File: config.mk
export PLATFORM = sky130hd
export DESIGN_NAME = clkirq_ctrl
export DESIGN_NICKNAME = d
export VERILOG_FILES = /design/src/rtl/clkirq_pkg.sv /design/src/rtl/clkirq_access.sv /design/src/rtl/clkirq_flags.sv /design/src/rtl/clkirq_ctrl.sv
export SDC_FILE = /design/constraint.sdc
export NUM_CORES = 1
export LEC_CHECK = 0
export BUFFER_PORTS_ARGS = -buffer_cell sky130_fd_sc_hd__buf_2
export CORE_AREA = 2 2 62 64
export DETAILED_ROUTE_END_ITERATION = 6
export DIE_AREA = 0 0 64 66
export GPL_ROUTABILITY_DRIVEN = 0
export PLACE_DENSITY = 0.76
export RECOVER_POWER = 50
export SYNTH_ARGS = -nofsm -noshare
export SYNTH_HDL_FRONTEND = slang
export SYNTH_SLANG_ARGS = --single-unit
File: constraint.sdc
create_clock -name clk_i -period 1.5 [get_ports clk_i]
set_clock_uncertainty 0.05 [all_clocks]
set_input_delay 0.3 -clock clk_i [delete_from_list [all_inputs] [get_ports clk_i]]
set_output_delay 0.3 -clock clk_i [all_outputs]
set_load 0.02 [all_outputs]
File: src/rtl/clkirq_pkg.sv
package clkirq_pkg;

    localparam int NSRC   = 6;
    localparam int NGRP   = 5;
    localparam int ADDR_W = 5;
    localparam int IDX_W  = ADDR_W - 2;

    // Register index, taken from address bits [ADDR_W-1:2]
    localparam logic [IDX_W-1:0] REG_FLAG = 3'd0;
    localparam logic [IDX_W-1:0] REG_EN   = 3'd1;
    localparam logic [IDX_W-1:0] REG_CLR  = 3'd2;
    localparam logic [IDX_W-1:0] REG_SEC  = 3'd3;
    localparam logic [IDX_W-1:0] REG_PRIV = 3'd4;

    localparam logic [ADDR_W-1:0] ADDR_FLAG = {REG_FLAG, 2'b00};
    localparam logic [ADDR_W-1:0] ADDR_EN   = {REG_EN,   2'b00};
    localparam logic [ADDR_W-1:0] ADDR_CLR  = {REG_CLR,  2'b00};
    localparam logic [ADDR_W-1:0] ADDR_SEC  = {REG_SEC,  2'b00};
    localparam logic [ADDR_W-1:0] ADDR_PRIV = {REG_PRIV, 2'b00};

    // Security group of each source; the clock failure source shares group 3
    function automatic int grp_of(input int src);
        return (src == 5) ? 3 : src;
    endfunction

    typedef struct packed {
        logic [NSRC-1:0] en;
        logic [NGRP-1:0] sec;
        logic            spriv;
        logic            nspriv;
        logic [NSRC-1:0] rdata;
    } ctrl_s;

endpackage

File: src/rtl/clkirq_access.sv
module clkirq_access
    import clkirq_pkg::*;
#(
    parameter int N_SRC = NSRC,
    parameter int N_GRP = NGRP
) (
    input  logic [N_GRP-1:0] sec_cfg_i,
    input  logic             spriv_i,
    input  logic             nspriv_i,
    input  logic             acc_sec_i,
    input  logic             acc_priv_i,
    output logic [N_SRC-1:0] allow_o
);

    logic secure_ok;
    logic nonsec_ok;

    // Permission for an access to a secure bit and to a non-secure bit
    always_comb begin
        secure_ok = acc_sec_i && (!spriv_i || acc_priv_i);
        nonsec_ok = !nspriv_i || acc_priv_i;
    end

    for (genvar i = 0; i < N_SRC; i++) begin : g_src
        localparam int GRP = grp_of(i);
        always_comb begin
            allow_o[i] = sec_cfg_i[GRP] ? secure_ok : nonsec_ok;
        end
    end

endmodule

File: src/rtl/clkirq_flags.sv
module clkirq_flags #(
    parameter int N_SRC = 6
) (
    input  logic             clk_i,
    input  logic             rst_ni,
    input  logic [N_SRC-1:0] set_i,
    input  logic [N_SRC-1:0] clr_i,
    output logic [N_SRC-1:0] flag_o
);

    logic [N_SRC-1:0] flag_d, flag_q;

    // A set applied in the same cycle as a clear wins
    always_comb begin
        flag_d = (flag_q & ~clr_i) | set_i;
    end

    always_ff @(posedge clk_i or negedge rst_ni) begin
        if (!rst_ni) flag_q <= '0;
        else         flag_q <= flag_d;
    end

    assign flag_o = flag_q;

endmodule

File: src/rtl/clkirq_ctrl.sv
module clkirq_ctrl
    import clkirq_pkg::*;
(
    input  logic              clk_i,
    input  logic              rst_ni,
    input  logic              req_i,
    input  logic              we_i,
    input  logic [ADDR_W-1:0] addr_i,
    input  logic [NSRC-1:0]   wdata_i,
    input  logic              sec_i,
    input  logic              priv_i,
    output logic [NSRC-1:0]   rdata_o,
    input  logic [NSRC-1:0]   evt_i,
    output logic [NSRC-1:0]   irq_o
);

    ctrl_s ctrl_d, ctrl_q;

    logic [NSRC-1:0]  allow_w;
    logic [NSRC-1:0]  flag_w;
    logic [NSRC-1:0]  clr_w;
    logic [IDX_W-1:0] idx;
    logic             aligned;
    logic             cfg_ok;

    clkirq_access #(.N_SRC(NSRC), .N_GRP(NGRP)) u_access (
        .sec_cfg_i  (ctrl_q.sec),
        .spriv_i    (ctrl_q.spriv),
        .nspriv_i   (ctrl_q.nspriv),
        .acc_sec_i  (sec_i),
        .acc_priv_i (priv_i),
        .allow_o    (allow_w)
    );

    clkirq_flags #(.N_SRC(NSRC)) u_flags (
        .clk_i  (clk_i),
        .rst_ni (rst_ni),
        .set_i  (evt_i),
        .clr_i  (clr_w),
        .flag_o (flag_w)
    );

    always_comb begin
        ctrl_d  = ctrl_q;
        clr_w   = '0;
        idx     = addr_i[ADDR_W-1:2];
        aligned = (addr_i[1:0] == 2'b00);
        // The configuration registers need a secure access, privileged while spriv is set
        cfg_ok  = sec_i && (!ctrl_q.spriv || priv_i);

        if (req_i && we_i && aligned) begin
            case (idx)
                REG_EN:   ctrl_d.en = (ctrl_q.en & ~allow_w) | (wdata_i & allow_w);
                REG_CLR:  clr_w = wdata_i & allow_w;
                REG_SEC:  if (cfg_ok) ctrl_d.sec = wdata_i[NGRP-1:0];
                REG_PRIV: if (cfg_ok) begin
                    ctrl_d.spriv  = wdata_i[0];
                    ctrl_d.nspriv = wdata_i[1];
                end
                default: ;
            endcase
        end

        if (req_i && !we_i) begin
            ctrl_d.rdata = '0;
            if (aligned) begin
                case (idx)
                    REG_FLAG: ctrl_d.rdata = flag_w & allow_w;
                    REG_EN:   ctrl_d.rdata = ctrl_q.en & allow_w;
                    REG_SEC:  if (cfg_ok) ctrl_d.rdata = {{(NSRC-NGRP){1'b0}}, ctrl_q.sec};
                    REG_PRIV: if (cfg_ok) ctrl_d.rdata = {{(NSRC-2){1'b0}}, ctrl_q.nspriv, ctrl_q.spriv};
                    default:  ctrl_d.rdata = '0;
                endcase
            end
        end
    end

    always_ff @(posedge clk_i or negedge rst_ni) begin
        if (!rst_ni) ctrl_q <= '0;
        else         ctrl_q <= ctrl_d;
    end

    assign rdata_o = ctrl_q.rdata;
    assign irq_o   = flag_w & ctrl_q.en;

endmodule

== After elaboration in Yosys (flattened, before gate mapping) ==
Index checks and enable logic that the tools add are counted.
Cells by class
  add/subtract/negate cells: 0
  multiply operators: 0
  div/mod/pow operators: 0
  $lt $le $gt $ge: 0
  eq/ne operators: 4
  shift-type cells: 0
  multiplexer cells: 11
  bitwise gates (word level): 10
  reductions and logical operators: 14
Operators by type and width (number)
  $and A6 B6 Y6: 6
  $pmux W6 S4: 1
  $mux W6: 3
  $not A6 Y6: 2
  $or A6 B6 Y6: 2
  $eq A3 B2 Y1 const B: 2
  $reduce_and A3 Y1: 2
  $mux W1: 5
  $mux W5: 1
  $logic_and A1 B1 Y1: 4
  $eq A3 B1 Y1 const B: 1
  $eq A3 B3 Y1 const B: 1
  $logic_not A1 Y1: 3
  $logic_not A3 Y1: 1
  $logic_not A2 Y1: 1
  $logic_or A1 B1 Y1: 2
  $mux W2: 1
  $reduce_and A2 Y1: 1
Word-level totals
  register bits after elaboration: 25
  bits in latches: 0
  memory bits (writable): 0
  ROM bits: 0
  memories kept: 0

== Longest topological paths before layout ==
  word-level depth: 10
  depth in mapped cells: 5
  depth with buffers taken out: 4

== Cells and area by module ==
Synthesis repeated with hierarchy kept, for this count alone.
Second synthesis, totals
  cell total of the unflattened synthesis: 132
  area, all modules: 1417.6 µm²
By module, submodules not included
  clkirq_ctrl: times used 1, cells an instance 102, area an instance 1094.8 µm²
  clkirq_flags: times used 1, cells an instance 18, area an instance 217.7 µm²
  clkirq_access: times used 1, cells an instance 12, area an instance 105.1 µm²

== Worst setup path before layout ==
No wires, ideal clock.
  path type: input to register
  start point: in addr_i[0]
  end point: reg (tool-made name)
  data arrival time: 1.246 ns
  setup slack: 0.079 ns
  cell stages on the path: 4
  cells stage by stage: and4bb_2 nand3_1 nor3_2 mux2_2
RTL lines
  start: declaration: RTL line clkirq_ctrl.sv:8  | input logic [ADDR_W-1:0] addr_i,

==> metrics.txt <==
status=complete, no violations; Largest stage delay, worst path=0.49 ns; Fill cells=roughly 340; register area share after synthesis=0.439; first-pass GRT wire length=about 5400 µm; Netlist cell types=33; worst-skew pair later-pin latency=between 0.3 and 0.4 ns; Die Height=roughly 66 µm; Detailed Place HPWL=2410 µm; Ports=35; CP Cell Sequence=mux2i_1 -> a2bb2oi_2 -> nand4_2 -> mux2_2; mapped cell area=1430 µm²; Post-Synth Simple-Gate Area=0.192; Leak=~0.83 nW; post-synthesis xor/xnor area fraction=0; die area=4220 µm²; via-per-instance ratio=5.27; clk root buf=clkbuf_4; WL per Instance=around 15 µm; Compound-Gate Fraction of Synth Area=0.139; # setup viols final=0; Slew Viols, Final=0; DRT antenna net count=0; Core Area=3550 µm²; initial antenna violation count=0; setup TNS=0 ns; TritonCTS Sinks=25; final net count=188; Setup WS pre-CTS=-0.141 ns; worst-margin pin slew=around 0.62 ns; CTS tree=built; Synth Net Count=143; GRT Util Overall=0.163; Hold Startpoint=evt_i[0]; largest family of logic cells by synthesized area=simple AND/OR/NAND/NOR gates; mux contribution to synthesized area=0.180; DRC viols=0; initial core utilization=0.401; WHS Endpoint=u_flags.flag_o[0]; R2R Setup Slk=between 0.03 and 0.04 ns; CTS clock-pin slew for the worst setup and hold paths=~0.13 ns; layout cells sized above 1=0.470; Util after Layout=0.487; critical path class=reg2reg; row count=22; FF+latch area=between 600 and 700 µm²; Startpoint Class=flop; CP required=1.66 ns; MaxCap Viol Count=0; H-tree Lvls=1; worst hold path type=in2reg; RSZ-0062 raised after global routing=yes; number of buffers created by CTS=3; synthesized flop and latch total=25; crit path time final=around 1.5 ns; Min-Delay Path Depth=2; number of port buffers=34; vias=~1100; die width=64 µm; area share of fa/ha/maj cells after synthesis=0; largest net degree at the start of global routing=26; slowest CP cell=dfrtp_2; area delta synth->final=21.2%; maximum root-to-sink buffer count=2; FF-to-FF Start=ctrl_q[7]; grt total ovfl=0; final hold violations=0; 1st-pass router iterations=4; Iter 0 DRT Violations=52; CP arrival=about 1.6 ns; Antenna Cells=0; CP endpoint kind=flop; Max Fclk=around 0.7 GHz; Synth Instances=120; final worst-path setup slack=0.0359 ns; pwr/cell area=about 780 nW/µm²; number of synthesis warnings=0; Routed Wire Length=3120 µm; Tcrit/Tclk final=0.976; Multi-input gate area=around 730 µm²; Peak VDD IR=roughly 0.00044 V; number of global-route vias before repair=1139; Crit Path Max Fanout=7; reg2reg path depth=4; Slew headroom=0.584; Avg Inst Size Synth=between 10 and 15 µm²
==> cell families (layout without fill, tap and decap cells) <==
family                 after synthesis  after routing
DFF                                 25             25
AOI/OAI and AO/OA                   25             25
and+or+nand+nor                     37             37
muxes                               24             24
buffers and inverters                9             53
==> worst max-delay path, delay by kind of cell, from the launching register on <==
family	cells	cell delay (ns)
mux	2	0.51
simple gates	1	0.12
compound gates	1	0.20
flops	1	0.49
==> worst max-delay path by stage <==
stage | slack, ns | endpoint | cells past startpoint | startpoint
finish | 0.04 | flop | 4 | ctrl_q[7]
CTS | 0.01 | flop | 4 | ctrl_q[7]
floorplan | 0.08 | flop | 4 | addr_i[0]
global route | -0.05 | flop | 4 | ctrl_q[7]
global placement | -0.12 | flop | 5 | addr_i[0]
detailed placement | -0.14 | flop | 5 | addr_i[0]
==> power breakdown <==
part | internal, mW | switching [mW]
Sequential | 0.717 | 0.0400
Combinational | 0.141 | 0.146
Clock | 0.104 | 0.197
Total | 0.962 | 0.383
==> synthesized netlist by cell type, drive strengths merged <==
library cell	count	area share
a22oi	3	0.016
and4	1	0.0061
a21o	8	0.042
nor2	4	0.011
nand4bb	1	0.0079
nand4	4	0.026
nor3	2	0.011
a21boi	1	0.0079
nand2	3	0.0079
nor4b	1	0.011
nand2b	5	0.027
dfrtp	25	0.44
a2bb2oi	1	0.011
buf	8	0.047
o32ai	2	0.012
o21ai	5	0.018
mux2	13	0.10
nor4	1	0.0044
nand3	4	0.014
and4bb	2	0.020
o2111ai	3	0.018
and2	6	0.026
a221o	2	0.014
inv	1	0.0026
mux2i	11	0.077
and3b	1	0.0061
nor3b	2	0.014
==> per-layer routing <==
metal	track usage	vias to the layer above	wire, µm
li1	-	542	-
met1	0.201	529	1420
met2	0.276	40	1470
met3	0.0256	6	165
met4	0.0815	0	62
met5	0	-	0
==> metrics by stage <==
step	cell area [µm²]	std cells	total power, mW	hold WS [ns]
floorplan	1430	120	0.931	-0.0456
global placement	1690	207	1.04	0.261
detailed placement	1690	207	1.05	0.271
CTS	1720	212	1.35	0.0998
global route	1730	212	1.42	0.0895
finish	1730	212	1.34	0.102
==> layout by cell type, fill, tap and decap left out, types with 2 or more instances in the layout <==
master     instances
a221o_1            2
a21o_1             8
o32ai_1            2
nand2_1            3
buf_2             33
buf_4             13
and2_1             6
a22oi_1            3
mux2i_1           10
nand3_1            4
nand2b_1           4
dfrtp_1           23
o2111ai_1          3
nand4_2            2
nand4_1            2
mux2_2            13
o21ai_0            4
nor2_1             4
dfrtp_2            2
clkbuf_4           3
==> cell type report <==
class / instances / area share
multi-input cells: 86 / 0.424
clock buffers: 4 / 0.0152
flip-flops and latches: 25 / 0.364
well taps: 48 / 0.0348
inverters: 1 / 0.00217
repair buffers: 48 / 0.161
==> timing repair <==
item | in CTS | in global routing
resized for setup | 1 | 3
hold endpoints to repair | 25 | 0
hold buffers | 1 | 0
buffers inserted | 0 | 0
endpoints found under the setup margin | 2 | 7
pin swaps | 0 | 3
No activity file was read; power rests on OpenSTA's default activity.
